**src/rtl/pfd_pkg.sv**
```systemverilog
package pfd_pkg;

    localparam int unsigned SYNC_STAGES = 2;

    typedef struct packed {
        logic hi;
        logic lo;
        logic bat;
    } sup_flags_t;

    localparam int unsigned FLAG_W = $bits(sup_flags_t);

endpackage

```
**src/rtl/pfd_sync.sv**
```systemverilog
module pfd_sync #(
    parameter int unsigned W      = 3,
    parameter int unsigned STAGES = 2
) (
    input  logic         clk,
    input  logic         rst_n,
    input  logic [W-1:0] din,
    output logic [W-1:0] dout
);
    logic [STAGES-1:0][W-1:0] stage_d, stage_q;

    always_comb begin
        stage_d[0] = din;
        for (int i = 1; i < STAGES; i++) begin
            stage_d[i] = stage_q[i-1];
        end
    end

    always_ff @(posedge clk or negedge rst_n) begin
        if (!rst_n) stage_q <= '0;
        else        stage_q <= stage_d;
    end

    assign dout = stage_q[STAGES-1];
endmodule

```
**src/rtl/pfd_rec_timer.sv**
```systemverilog
module pfd_rec_timer #(
    parameter int unsigned REC_CYCLES = 1000
) (
    input  logic clk,
    input  logic rst_n,
    input  logic run,
    output logic expired
);
    localparam int unsigned CW   = $clog2(REC_CYCLES + 1);
    localparam int unsigned LAST = REC_CYCLES - 1;

    typedef struct packed {
        logic [CW-1:0] cnt;
    } tmr_t;

    tmr_t tmr_d, tmr_q;

    always_comb begin
        tmr_d = tmr_q;
        if (!run)                          tmr_d.cnt = '0;
        else if (tmr_q.cnt != CW'(LAST))   tmr_d.cnt = tmr_q.cnt + CW'(1);
    end

    always_ff @(posedge clk or negedge rst_n) begin
        if (!rst_n) tmr_q <= '0;
        else        tmr_q <= tmr_d;
    end

    assign expired = run && (tmr_q.cnt == CW'(LAST));
endmodule

```
**src/rtl/pfd_gate.sv**
```systemverilog
module pfd_gate (
    input  logic protect,
    input  logic ce_n_in,
    input  logic we_n_in,
    input  logic oe_n_in,
    output logic mem_ce_n,
    output logic mem_we_n,
    output logic out_hiz
);
    always_comb begin
        mem_ce_n = ce_n_in | protect;
        mem_we_n = we_n_in | protect;
        out_hiz  = protect | ce_n_in | oe_n_in | ~we_n_in;
    end
endmodule

```
**src/rtl/pfd_supervisor.sv**
```systemverilog
module pfd_supervisor
    import pfd_pkg::*;
#(
    parameter int unsigned REC_CYCLES = 1000
) (
    input  logic clk,
    input  logic rst_n,
    input  logic sup_above_hi,
    input  logic sup_above_lo,
    input  logic sup_above_bat,
    input  logic ce_n_in,
    input  logic we_n_in,
    input  logic oe_n_in,
    output logic mem_ce_n,
    output logic mem_we_n,
    output logic out_hiz,
    output logic bat_sel,
    output logic protect,
    output logic ready
);
    typedef struct packed {
        logic ready;
    } ctl_t;

    sup_flags_t flags_raw, flags_s;
    logic       hi_ok, bat_ok, expired;
    ctl_t       ctl_d, ctl_q;

    assign flags_raw = '{hi: sup_above_hi, lo: sup_above_lo, bat: sup_above_bat};

    pfd_sync #(.W(FLAG_W), .STAGES(SYNC_STAGES)) u_sync (
        .clk  (clk),
        .rst_n(rst_n),
        .din  (flags_raw),
        .dout (flags_s)
    );

    // A higher threshold only counts when every lower one is also met.
    assign bat_ok = flags_s.bat;
    assign hi_ok  = flags_s.hi & flags_s.lo & flags_s.bat;

    pfd_rec_timer #(.REC_CYCLES(REC_CYCLES)) u_tmr (
        .clk    (clk),
        .rst_n  (rst_n),
        .run    (hi_ok),
        .expired(expired)
    );

    always_comb begin
        ctl_d = ctl_q;
        // Leave protection only once the host bus is idle (chip enable high).
        ctl_d.ready = hi_ok & expired & (ctl_q.ready | ce_n_in);
    end

    always_ff @(posedge clk or negedge rst_n) begin
        if (!rst_n) ctl_q <= '0;
        else        ctl_q <= ctl_d;
    end

    assign ready   = ctl_q.ready & hi_ok;
    assign protect = ~ready;
    assign bat_sel = ~bat_ok;

    pfd_gate u_gate (
        .protect (protect),
        .ce_n_in (ce_n_in),
        .we_n_in (we_n_in),
        .oe_n_in (oe_n_in),
        .mem_ce_n(mem_ce_n),
        .mem_we_n(mem_we_n),
        .out_hiz (out_hiz)
    );
endmodule

```
**config.mk**
```make
export PLATFORM = sky130hd
export DESIGN_NAME = pfd_supervisor
export DESIGN_NICKNAME = d
export VERILOG_FILES = /design/src/rtl/pfd_pkg.sv /design/src/rtl/pfd_sync.sv /design/src/rtl/pfd_rec_timer.sv /design/src/rtl/pfd_gate.sv /design/src/rtl/pfd_supervisor.sv
export SDC_FILE = /design/constraint.sdc
export NUM_CORES = 1
export LEC_CHECK = 0
export BUFFER_PORTS_ARGS = -buffer_cell sky130_fd_sc_hd__buf_2
export CORE_AREA = 4 4 41 43
export CTS_BUF_LIST = sky130_fd_sc_hd__clkbuf_4 sky130_fd_sc_hd__clkbuf_8
export CTS_CLUSTER_DIAMETER = 200
export CTS_CLUSTER_SIZE = 24
export DETAILED_ROUTE_END_ITERATION = 6
export DIE_AREA = 0 0 45 47
export PLACE_DENSITY = 0.79
export SYNTH_ARGS = -nofsm -noshare
export SYNTH_HDL_FRONTEND = slang
export SYNTH_SLANG_ARGS = --single-unit
```
**constraint.sdc**
```tcl
create_clock -name clk -period 3.3 [get_ports clk]
set_clock_uncertainty 0.2 [all_clocks]
set_input_delay 0.165 -clock clk [delete_from_list [all_inputs] [get_ports clk]]
set_output_delay 0.165 -clock clk [all_outputs]
set_load 0.005 [all_outputs]
```
==> flow_metrics.env <==
export IMPL_met2_usage=0.308
export IMPL_overflow=0
export IMPL_antenna_cells=0
export IMPL_setup_viol=0
export IMPL_p_leak_nw=0.386
export IMPL_finalPower_uw=343
export IMPL_whs_ns=0.116
export IMPL_grt_total_usage=0.170
export IMPL_pwr_share_seq=0.626
export IMPL_grtUsageMet1=0.182
export IMPL_tritoncts="yes"
export IMPL_core_um2=1300
export IMPL_initial_core_util=0.561
export IMPL_firstDrtPassIters=5
export IMPL_hp_class="input port to async pin"
export IMPL_syn_nets=76
export IMPL_synth_flop_cell="dfrtp_1"
export IMPL_final_cell_mix="dfrtp_1 (17), buf_2 (13), nand2_1 (6)"
export IMPL_ir_drop_v=0.000317
export IMPL_crit_fanout=5
export IMPL_pwr_share_clk=0.323
export IMPL_drive_gt1_frac=0.239
export IMPL_use_met3=0.0345
export IMPL_pwr_share_comb=0.051
export IMPL_period_share=0.628
export IMPL_htree_levels=1
export IMPL_synth_edf_count=0
export IMPL_area_delta_synth_final_pct=21.4
export IMPL_post_cts_buffers=0
export IMPL_avgViaCountPerCell=5.86
export IMPL_switching_share=0.224
export IMPL_drt_initial_drc_count=10
export IMPL_fp_dieW_um=45
export IMPL_fmax_mhz=483
export IMPL_yosysWarnings=0
export IMPL_floorplan_die_area_um2=2120
export IMPL_antenna_found_initial=0
export IMPL_grt_pass1_wl_um=2480
export IMPL_final_common_cell="dfrtp_1"
export IMPL_reg2reg_depth=4
export IMPL_fillCellCount=111
export IMPL_startpoint_type="register"
export IMPL_hold_buffers=5
export IMPL_dp_hpwl_um=1030
export IMPL_ys_seq_area_frac=0.583
export IMPL_slew_viol_final=0
export IMPL_grt_max_degree=18
export IMPL_drc=0
export IMPL_ys_types=26
export IMPL_core_rowCount=13
export IMPL_clk_pin_slew_worst_paths_ns=0.10
export IMPL_wl_um=1550
export IMPL_final_min_clock_period_ns=2.07
export IMPL_avgSynthCellArea_um2=10.9
export IMPL_worst_ep_required_time_ns=2.93
export IMPL_cts_resized=0
export IMPL_setup_slack_ns=1.23
export IMPL_pre_cts_ws_ns=1.62
export IMPL_worst_pin_slew_ns=0.379
export IMPL_power_switching_uw=76.8
export IMPL_first_global_vias=567
export IMPL_clock_sinks=17
export IMPL_power_density_nw_per_um2=387
export IMPL_cts_buffer_depth=2
export IMPL_drv_cap=0
export IMPL_crit_path_end_kind="primary output"
export IMPL_globalplace_congestion=0.718
export IMPL_io_pins=14
export IMPL_cts_buffers=3
export IMPL_drtAntennaViolNets=0
export IMPL_root_buffer="clkbuf_4"
export IMPL_wire_per_inst_um=15.0
export IMPL_port_buffers=13
export IMPL_netlist_area_um2=729
export IMPL_max_slew_margin=0.747
export IMPL_worstSetupPathType="register to primary output"
export IMPL_busiest_layer="met2"
export IMPL_async_reset_ff_frac=1.00
export IMPL_dieHeight_um=47
export IMPL_hold_violations=0
export IMPL_p_int_uw=266
export IMPL_rsz0062_at_grt="no"
export IMPL_clk_latency_ns=0.29
export IMPL_nets=98
export IMPL_fin_tns_setup_ns=0
export IMPL_num_vias=604
export IMPL_status="completed"
export IMPL_netlist_instances=67
export IMPL_synth_seq_cells=17
export IMPL_critPathArrivalTime_ns=1.71
==> path summary, 6_finish.rpt <==
kind                              startpoint        endpoint  slack, ns
min reg2reg                u_sync.stage_d[3]  u_sync.dout[0]       0.16
min                                    rst_n  u_tmr.tmr_q[8]       0.12
max reg2reg                   u_tmr.tmr_q[0]  u_tmr.tmr_q[3]       1.59
max                           u_sync.dout[0]         out_hiz       1.23
min in group clk           u_sync.stage_d[3]  u_sync.dout[0]       0.16
max in group asynchronous              rst_n  u_sync.dout[2]       2.51
==> power groups by stage <==
| stage | clock network (mW) | logic, mW | registers, mW |
|---|---|---|---|
| final | 0.111 | 0.0175 | 0.215 |
| after global routing | 0.121 | 0.0196 | 0.215 |
| after global placement | 0 | 0.0126 | 0.218 |
| after floorplan | 0 | 0.00335 | 0.218 |
| after detailed placement | 0 | 0.0129 | 0.219 |
| after CTS | 0.113 | 0.0174 | 0.215 |
==> layer usage <==
metal / vias to the layer above / wire length [µm]
li1: 288 / -
met2: 12 / 816
met3: 6 / 45
met1: 298 / 641
met5: - / 0
met4: 0 / 43
==> Yosys cell counts, drive strengths merged (2+ instances only) <==
| master | instances | share of area |
|---|---|---|
| dfrtp | 17 | 0.58 |
| nand2 | 6 | 0.031 |
| a21oi | 5 | 0.034 |
| o21ai | 5 | 0.034 |
| nand3 | 4 | 0.034 |
| or3 | 4 | 0.034 |
| inv | 3 | 0.015 |
| nand4 | 2 | 0.026 |
| nor2 | 2 | 0.010 |
| nor3 | 2 | 0.014 |
| o31ai | 2 | 0.021 |
| or2 | 2 | 0.017 |
| or4 | 2 | 0.021 |
==> kinds of logic after synthesis <==
group           share of synthesized area
mux                                0.0137
flops                               0.583
compound gates                      0.122
fa+ha+maj                          0.0171
buf+inv                            0.0223
xor+xnor                           0.0120
simple gates                        0.230
==> registers in the layout, indices dropped and copies added, names as in the netlist <==
name            flops
ctl_q               1
u_sync.dout         3
u_sync.stage_d      3
u_tmr.tmr_q        10
==> stage by stage <==
step                utilization  cells  cell area, µm²
CTS                       0.681    103             886
global placement          0.621     94             808
floorplan                     -     67             729
detailed placement        0.621     94             808
finish                    0.681    103             886
global route              0.681    103             886
==> area by class of cell <==
cell class / instances / area (µm²) / share of cell area
Tap cell: 15 / 18.8 / 0.0212
Sequential cell: 17 / 425 / 0.480
Clock inverter: 1 / 5.00 / 0.00565
Timing Repair Buffer: 18 / 115 / 0.130
Multi-Input combinational cell: 46 / 288 / 0.325
Inverter: 3 / 11.3 / 0.0127
Clock buffer: 3 / 22.5 / 0.0254
==> critical path, cell delays in order (launching register included) <==
cell     delay (ns)
dfrtp_1        0.37
and3_1         0.26
nand2_1        0.14
or4b_1         0.50
buf_2          0.15
(Power assumes the default switching activity.)
